## config.mk

```make
export PLATFORM = sky130hd
export DESIGN_NAME = port_err_irq_status
export DESIGN_NICKNAME = d
export VERILOG_FILES = /design/src/rtl/pis_pkg.sv /design/src/rtl/pis_event_map.sv /design/src/rtl/pis_w1c_bank.sv /design/src/rtl/pis_fatal_latch.sv /design/src/rtl/port_err_irq_status.sv
export SDC_FILE = /design/constraint.sdc
export NUM_CORES = 1
export LEC_CHECK = 0
export CORE_MARGIN = 2
export CORE_UTILIZATION = 23
export CTS_BUF_LIST = sky130_fd_sc_hd__clkbuf_4 sky130_fd_sc_hd__clkbuf_8 sky130_fd_sc_hd__clkbuf_16
export DETAILED_ROUTE_END_ITERATION = 7
export MAX_ROUTING_LAYER = met4
export PLACE_DENSITY = 0.83
export SYNTH_ARGS = -nofsm -noshare
export SYNTH_HDL_FRONTEND = slang
export SYNTH_SLANG_ARGS = --single-unit
```

## constraint.sdc

```tcl
create_clock -name clk -period 2.3 [get_ports clk]
set_clock_uncertainty 0.15 [all_clocks]
set_input_delay 0.345 -clock clk [delete_from_list [all_inputs] [get_ports clk]]
set_output_delay 0.345 -clock clk [all_outputs]
set_load 0.05 [all_outputs]
```

## src/rtl/pis_pkg.sv

```systemverilog
package pis_pkg;
  localparam int REG_W  = 32;
  localparam int N_MISC = 6;

  localparam int B_TFE  = 30;
  localparam int B_HBF  = 29;
  localparam int B_IFE  = 27;
  localparam int B_INF  = 26;
  localparam int B_OVF  = 24;
  localparam int B_IPM  = 23;
  localparam int B_PRC  = 22;
  localparam int B_RO_HI = 6;
  localparam int B_RO_LO = 4;

  localparam logic [REG_W-1:0] W1C_MASK = 32'h6D80_00AF;
  localparam logic [REG_W-1:0] RO_MASK  = 32'h0040_0050;

  // position of misc event k inside the status word
  function automatic int misc_pos(input int k);
    case (k)
      5: misc_pos = 7;
      4: misc_pos = 5;
      3: misc_pos = 3;
      2: misc_pos = 2;
      1: misc_pos = 1;
      default: misc_pos = 0;
    endcase
  endfunction
endpackage

```

## src/rtl/pis_event_map.sv

```systemverilog
module pis_event_map
  import pis_pkg::*;
#(
  parameter int W  = REG_W,
  parameter int NM = N_MISC
) (
  input  logic          ev_tf_update,
  input  logic          ev_tf_err,
  input  logic          ev_hbus_fatal,
  input  logic          ev_sync_esc,
  input  logic          ev_data_fis_err,
  input  logic          ev_long_unk_fis,
  input  logic          ev_zero_prd,
  input  logic          ev_nondata_err,
  input  logic          ev_rd_underflow,
  input  logic          ev_overflow,
  input  logic          ev_bad_pm,
  input  logic [NM-1:0] ev_misc,
  output logic [W-1:0]  set_vec,
  output logic          fatal_trig
);
  logic [W-1:0] misc_vec;
  logic         if_fatal;

  assign if_fatal = ev_sync_esc | ev_data_fis_err | ev_long_unk_fis | ev_zero_prd;

  always_comb begin
    misc_vec = '0;
    for (int k = 0; k < NM; k++) misc_vec[misc_pos(k)] = ev_misc[k];
  end

  always_comb begin
    set_vec        = misc_vec;
    set_vec[B_TFE] = ev_tf_update & ev_tf_err;
    set_vec[B_HBF] = ev_hbus_fatal;
    set_vec[B_IFE] = if_fatal;
    set_vec[B_INF] = ev_nondata_err | ev_rd_underflow;
    set_vec[B_OVF] = ev_overflow;
    set_vec[B_IPM] = ev_bad_pm;
  end

  assign fatal_trig = if_fatal | ev_overflow;
endmodule

```

## src/rtl/pis_w1c_bank.sv

```systemverilog
module pis_w1c_bank #(
  parameter int          W        = 32,
  parameter logic [W-1:0] CLR_MASK = '0,
  parameter logic [W-1:0] CPY_MASK = '0
) (
  input  logic         clk,
  input  logic         rst,
  input  logic [W-1:0] set_vec,
  input  logic         wr_en,
  input  logic [W-1:0] wr_data,
  input  logic [W-1:0] mirror_vec,
  output logic [W-1:0] q
);
  logic unused_bank;
  assign unused_bank = ^{set_vec & ~CLR_MASK, wr_data & ~CLR_MASK, mirror_vec & ~CPY_MASK};

  for (genvar i = 0; i < W; i++) begin : g_bit
    if (CLR_MASK[i]) begin : g_w1c
      always_ff @(posedge clk) begin
        if (rst) q[i] <= 1'b0;
        else     q[i] <= set_vec[i] | (q[i] & ~(wr_en & wr_data[i]));
      end

      AST_SET_WINS: assert property (@(posedge clk) disable iff (rst)
        set_vec[i] |=> q[i]);
      AST_W1C_CLEAR: assert property (@(posedge clk) disable iff (rst)
        (wr_en && wr_data[i] && !set_vec[i]) |=> !q[i]);
      AST_STICKY: assert property (@(posedge clk) disable iff (rst)
        (!set_vec[i] && !(wr_en && wr_data[i])) |=> $stable(q[i]));
    end else if (CPY_MASK[i]) begin : g_copy
      always_ff @(posedge clk) begin
        if (rst) q[i] <= 1'b0;
        else     q[i] <= mirror_vec[i];
      end

      AST_MIRROR: assert property (@(posedge clk) disable iff (rst)
        1'b1 |=> (q[i] == $past(mirror_vec[i])));
    end else begin : g_zero
      assign q[i] = 1'b0;
    end
  end
endmodule

```

## src/rtl/pis_fatal_latch.sv

```systemverilog
module pis_fatal_latch (
  input  logic clk,
  input  logic rst,
  input  logic port_rst,
  input  logic run,
  input  logic trig,
  output logic fatal
);
  always_ff @(posedge clk) begin
    if (rst || port_rst || !run) fatal <= 1'b0;
    else if (trig)               fatal <= 1'b1;
  end

  AST_FATAL_SET: assert property (@(posedge clk) disable iff (rst)
    (run && !port_rst && trig) |=> fatal);
  AST_FATAL_RELEASE: assert property (@(posedge clk) disable iff (rst)
    (!run || port_rst) |=> !fatal);
  AST_FATAL_HOLD: assert property (@(posedge clk) disable iff (rst)
    (run && !port_rst && !trig) |=> $stable(fatal));
endmodule

```

## src/rtl/port_err_irq_status.sv

```systemverilog
module port_err_irq_status
  import pis_pkg::*;
(
  input  logic              clk,
  input  logic              rst,
  input  logic              port_rst,
  input  logic              run,
  input  logic              wr_en,
  input  logic [REG_W-1:0]  wr_data,
  output logic [REG_W-1:0]  rd_data,
  input  logic [REG_W-1:0]  irq_en,
  output logic              irq,
  output logic              dma_fatal,
  input  logic              ev_tf_update,
  input  logic              ev_tf_err,
  input  logic              ev_hbus_fatal,
  input  logic              ev_sync_esc,
  input  logic              ev_data_fis_err,
  input  logic              ev_long_unk_fis,
  input  logic              ev_zero_prd,
  input  logic              ev_nondata_err,
  input  logic              ev_rd_underflow,
  input  logic              ev_overflow,
  input  logic              ev_bad_pm,
  input  logic [N_MISC-1:0] ev_misc,
  input  logic              phy_rdy_diag,
  input  logic [1:0]        ro_flags
);
  logic [REG_W-1:0] set_vec;
  logic [REG_W-1:0] mirror_vec;
  logic [REG_W-1:0] status_q;
  logic             fatal_trig;
  logic             irq_q;

  pis_event_map #(.W(REG_W), .NM(N_MISC)) u_map (
    .ev_tf_update    (ev_tf_update),
    .ev_tf_err       (ev_tf_err),
    .ev_hbus_fatal   (ev_hbus_fatal),
    .ev_sync_esc     (ev_sync_esc),
    .ev_data_fis_err (ev_data_fis_err),
    .ev_long_unk_fis (ev_long_unk_fis),
    .ev_zero_prd     (ev_zero_prd),
    .ev_nondata_err  (ev_nondata_err),
    .ev_rd_underflow (ev_rd_underflow),
    .ev_overflow     (ev_overflow),
    .ev_bad_pm       (ev_bad_pm),
    .ev_misc         (ev_misc),
    .set_vec         (set_vec),
    .fatal_trig      (fatal_trig)
  );

  always_comb begin
    mirror_vec          = '0;
    mirror_vec[B_PRC]   = phy_rdy_diag;
    mirror_vec[B_RO_HI] = ro_flags[1];
    mirror_vec[B_RO_LO] = ro_flags[0];
  end

  pis_w1c_bank #(.W(REG_W), .CLR_MASK(W1C_MASK), .CPY_MASK(RO_MASK)) u_bank (
    .clk        (clk),
    .rst        (rst),
    .set_vec    (set_vec),
    .wr_en      (wr_en),
    .wr_data    (wr_data),
    .mirror_vec (mirror_vec),
    .q          (status_q)
  );

  pis_fatal_latch u_fatal (
    .clk      (clk),
    .rst      (rst),
    .port_rst (port_rst),
    .run      (run),
    .trig     (fatal_trig),
    .fatal    (dma_fatal)
  );

  always_ff @(posedge clk) begin
    if (rst) irq_q <= 1'b0;
    else     irq_q <= |(status_q & irq_en);
  end

  assign irq     = irq_q;
  assign rd_data = status_q;

  AST_RSVD_ZERO: assert property (@(posedge clk) disable iff (rst)
    (rd_data & ~(W1C_MASK | RO_MASK)) == '0);
  AST_IRQ_TRACK: assert property (@(posedge clk) disable iff (rst)
    1'b1 |=> (irq == |($past(rd_data) & $past(irq_en))));
  AST_NONFATAL_NO_HALT: assert property (@(posedge clk) disable iff (rst)
    (!dma_fatal && !ev_sync_esc && !ev_data_fis_err && !ev_long_unk_fis
     && !ev_zero_prd && !ev_overflow) |=> !dma_fatal);
endmodule

```

Word level (Yosys, flattened, before mapping) --
Index checks and enable logic that the tools add are counted. W data, S select, Z words.
Storage, ports and cells: flip-flop bits (word level) 17, bits in latches 0, bits in writable memories 0, ROM bits 0, bits of input ports 89, output and inout port bits 34, logic and storage cells 76, memories kept 0
Operators by class: $add $sub $neg 0, multipliers 0, divide/modulo/power cells 0, order comparisons 0, equal/unequal tests 0, shifts and indexed selects 0, mux-type cells 0, bitwise gates (word level) 55, reduce and logical (&&, ||, !) cells 4
Operator list (number):
- $and A31 B32 Y32 | 1
- $reduce_or A32 Y1 | 1
- $and A1 B1 Y1 | 25
- $or A1 B1 Y1 | 17
- $not A1 Y1 | 12
- $logic_or A1 B1 Y1 | 2
- $logic_not A1 Y1 | 1

Longest topological paths before layout --
Gate-level depths: netlist of run 1.
depth after elaboration 4, depth in mapped cells 4, gate-level depth less buffers 3

Cells and area by module --
A second synthesis of run 1 with hierarchy kept.
Second synthesis, totals: cell total of the unflattened synthesis 136, area total of the unflattened synthesis 1221.2 um^2
By module, submodules not included:
- pis_w1c_bank | instances 1, cells each 74, area an instance 734.5 um^2
- pis_event_map | instances 1, cells each 35, area an instance 259.0 um^2
- port_err_irq_status | instances 1, cells each 24, area an instance 188.9 um^2
- pis_fatal_latch | instances 1, cells each 3, area an instance 38.8 um^2

Least setup slack after synthesis of run 1 --
No wires, ideal clock.
kind in2reg, start point input ev_data_fis_err, end point register u_fatal.fatal, library setup time 0.122 ns, arrival time 1.138 ns, required time 2.028 ns, path slack 0.890 ns, cell stages on the path 2, path buffers 0, path through or4_4 o311a_1
Between the ends: cells in the longest elaborated chain, start to end 4
Ends and longest elaborated chain:
- from (decl) | line port_err_irq_status.sv:18 | input logic ev_data_fis_err,
- $or A1 B1 Y1 (3 in series) | line pis_event_map.sv:25 | assign if_fatal = ev_sync_esc | ev_data_fis_err | ev_long_unk_fis | ev_zero_prd;
- $or A1 B1 Y1 | line pis_event_map.sv:42 | assign fatal_trig = if_fatal | ev_overflow;
- to (signal assigned) | line pis_fatal_latch.sv:10 | if (rst || port_rst || !run) fatal <= 1'b0;
- to (signal assigned) | line pis_fatal_latch.sv:11 | else if (trig) fatal <= 1'b1;
- to (decl) | line pis_fatal_latch.sv:7 | output logic fatal
No other way between the ends. A chain may end at the register's enable or synchronous reset.

Final worst setup path of run 1 --
start point register u_bank.q[2], end point output rd_data[2]
RTL lines:
- from (decl) | line pis_w1c_bank.sv:12 | output logic [W-1:0] q
- from (signal, indexed assignment) | line pis_w1c_bank.sv:21 | else q[i] <= set_vec[i] | (q[i] & ~(wr_en & wr_data[i]));
- to (decl) | line port_err_irq_status.sv:10 | output logic [REG_W-1:0] rd_data,
No word-level cell between the ends.

==> flow_metrics.tcl, run 1 <==
set metrics [dict create \
    outcome "completed" \
    cp_cell_sequence "clkdlybuf4s50_1" \
    cp_top_family "buffers and inverters" \
    synth_seq_cells 17 \
    critical_path_required_ns 1.80 \
    synth_flop_cell "dfxtp_1" \
    path_clk_slew_ns 0.10 \
    worstPathArrival_ns 1.49 \
    async_flop_share_pct 0 \
    netlist_area_sq_um 754 \
    final_cell_mix "clkdlybuf4s50_1, conb_1, dfxtp_1" \
    cts_max_level 1 \
    startpoint "u_bank.q[2]" \
    clkSinkCount 17 \
    crit_type "register to output pin" \
    n_antenna_cell 0 \
    wl_met2_um 1080 \
    synth_cells 89 \
    critical_path.slowest_cell "clkdlybuf4s50_1" \
    worstSkewPairLatency_ns 0.29 \
    tritoncts "done" \
    route.met3.wl_um 217 \
    cp_num_buf_inv 1 \
    first_iter_violations 21 \
    vdd.ir_drop.worst_mv 0.188 \
    cts_root_buffer "clkbuf_4" \
    dr.pass1.iters 4 \
    ys_warn_count 0 \
    leakage_uw 0.000588 \
    synth_edf_count 0 \
    ys_top_cells_by_area "dfxtp_1, buf_4, a21oi_1" \
    io_pins 123 \
    synth_top_area_share_pct 45.1 \
    period_minus_slack_ns 1.98 \
    post-dp-hpwl_um 1810 \
    top_layer_used "met4" \
    cts_setup_buffers 0 \
    cts_resized 0 \
    grtUsageTotal_pct 12.6 \
    rr_startpoint "u_bank.q[7]" \
    drive_gt1_share_pct 3.80 \
    cts.path.max_buffers 2 \
    io_buffers 68 \
    endpoint "rd_data[2]" \
    worst-path-stages 1 \
    drc 0 \
    post_drt_via_cell_ratio 4.07 \
    layout.nets 248 \
    rows 20 \
    setup-violations-final 0 \
    m1WireLength_um 814 \
    core-area_sq_mm 0.00308 \
    gp_congestion 0.680 \
    fmax_mhz 504 \
    drv_slew 0 \
    final_util_pct 47.0 \
    detail-route-antenna-nets 0 \
    maxSlewHeadroom_pct 59.7 \
    cp_max_fo 3 \
    maxCapViolCount 0 \
    tightest_slew_ns 0.602 \
    finalSetupTns_ns 0 \
    grt_pass1_wl_um 3280 \
    cp-start-kind "register" \
    wl_per_cell_um 10.6 \
    yosysTopAreaCell "dfxtp_1" \
    holdBufCountCts 0 \
    fp.dieH_um 61.3 \
    vias 823 \
    cts_buffers 3 \
    final_common_cell "clkdlybuf4s50_1" \
    reg2reg_depth 3 \
    avgSynthCellArea_sq_um 8.48 \
    critPathCaptureType "output pin" \
    dieWidth_um 61.3 \
    rsz0062_at_grt "no" \
    routed_wl_um 2140 \
    hold_path_class "register to register" \
    grt_max_degree 18 \
    period_share_pct 86.3 \
    hold_violations 0 \
    die_area_sq_mm 0.00375 \
    antenna_found_initial 0 \
    ys_seq_area_share_pct 45.1 \
    grt-ovfl-total 0 \
    p_per_area_mw_per_mm2 540 \
    syn_to_final_growth_pct 91.7 \
    synth_cell_types 17 \
    slowest_delay_ns 0.83 \
    whs_path_depth 2 \
    start_util_pct 24.5 \
    grt_pass1_vias 804 \
    reg2reg_to "irq" \
    regToRegSetupSlack_ns 1.00 \
]
## cells by family after synthesis
group | synth area share [%]
buffers and inverters | 18.4
DFF | 45.1
AOI/OAI and AO/OA | 18.7
other | 0.497
and+or+nand+nor | 17.2
## per-stage QoR
step	setup slack, ns	total power [uW]	area, sq um	cells	hold slack (ns)
6_report	0.316	781	1450	202	0.369
5_1_grt	0.248	829	1450	202	0.408
4_1_cts	0.283	798	1450	202	0.379
3_5_place_dp	0.458	634	1420	198	0.354
3_3_place_gp	0.468	630	1420	198	0.345
2_1_floorplan	0.890	520	815	105	0.312
## sequential cells by signal (all words and copies together), names as in the netlist
register       flops
irq                1
u_bank.q          15
u_fatal.fatal      1
## Yosys cell counts, drive strengths merged, types with 2 or more instances
master and instances:
buf 17, dfxtp 17, nor2 13, nand2 12, a21oi 10, a22oi 3
clkbuf 3, nor2b 3, a221oi 2, a22o 2
## layer usage
metal,vias up,GRT usage [%]
met5,-,-
met4,0,6.21
met3,4,3.15
met2,50,21.7
met1,361,13.4
li1,408,-
## worst min path at each step
stage                  start             to
3_5_place_dp   u_fatal.fatal  u_fatal.fatal
6_report         u_bank.q[1]    u_bank.q[1]
4_1_cts          u_bank.q[1]    u_bank.q[1]
3_3_place_gp   u_fatal.fatal  u_fatal.fatal
2_1_floorplan     ev_misc[0]    u_bank.q[0]
5_1_grt          u_bank.q[7]    u_bank.q[7]
## area by class of cell
class	instances	area, sq um
clock buffers	3	22.5
clock inverters	1	5.00
fillers	308	1630
multi-input cells	68	335
flip-flops and latches	17	340
well taps	44	55.1
repair buffers	69	688
## power by group
group / internal (uW) / switching, uW
Clock: 64.6 / 92.6
Combinational: 127 / 170
Sequential: 314 / 13.3
Total: 505 / 276
No activity file was read; power rests on OpenSTA's default activity.
==> run 2, diff against run 1 <==
--- a/config.mk
+++ b/config.mk
@@ -8,6 +8,7 @@
 export CORE_MARGIN = 2
 export CORE_UTILIZATION = 23
 export CTS_BUF_LIST = sky130_fd_sc_hd__clkbuf_4 sky130_fd_sc_hd__clkbuf_8 sky130_fd_sc_hd__clkbuf_16
+export CTS_CLUSTER_SIZE = 25
 export DETAILED_ROUTE_END_ITERATION = 7
 export MAX_ROUTING_LAYER = met4
 export PLACE_DENSITY = 0.83
==> results of run 2 <==
Final layout, timing and power as in run 1 (identical DEF).
==> run 3, diff against run 2 <==
--- a/config.mk
+++ b/config.mk
@@ -12,6 +12,7 @@
 export DETAILED_ROUTE_END_ITERATION = 7
 export MAX_ROUTING_LAYER = met4
 export PLACE_DENSITY = 0.83
+export SLEW_MARGIN = 40
 export SYNTH_ARGS = -nofsm -noshare
 export SYNTH_HDL_FRONTEND = slang
 export SYNTH_SLANG_ARGS = --single-unit
==> results of run 3 <==
Final layout, timing and power as in run 1 (identical DEF).
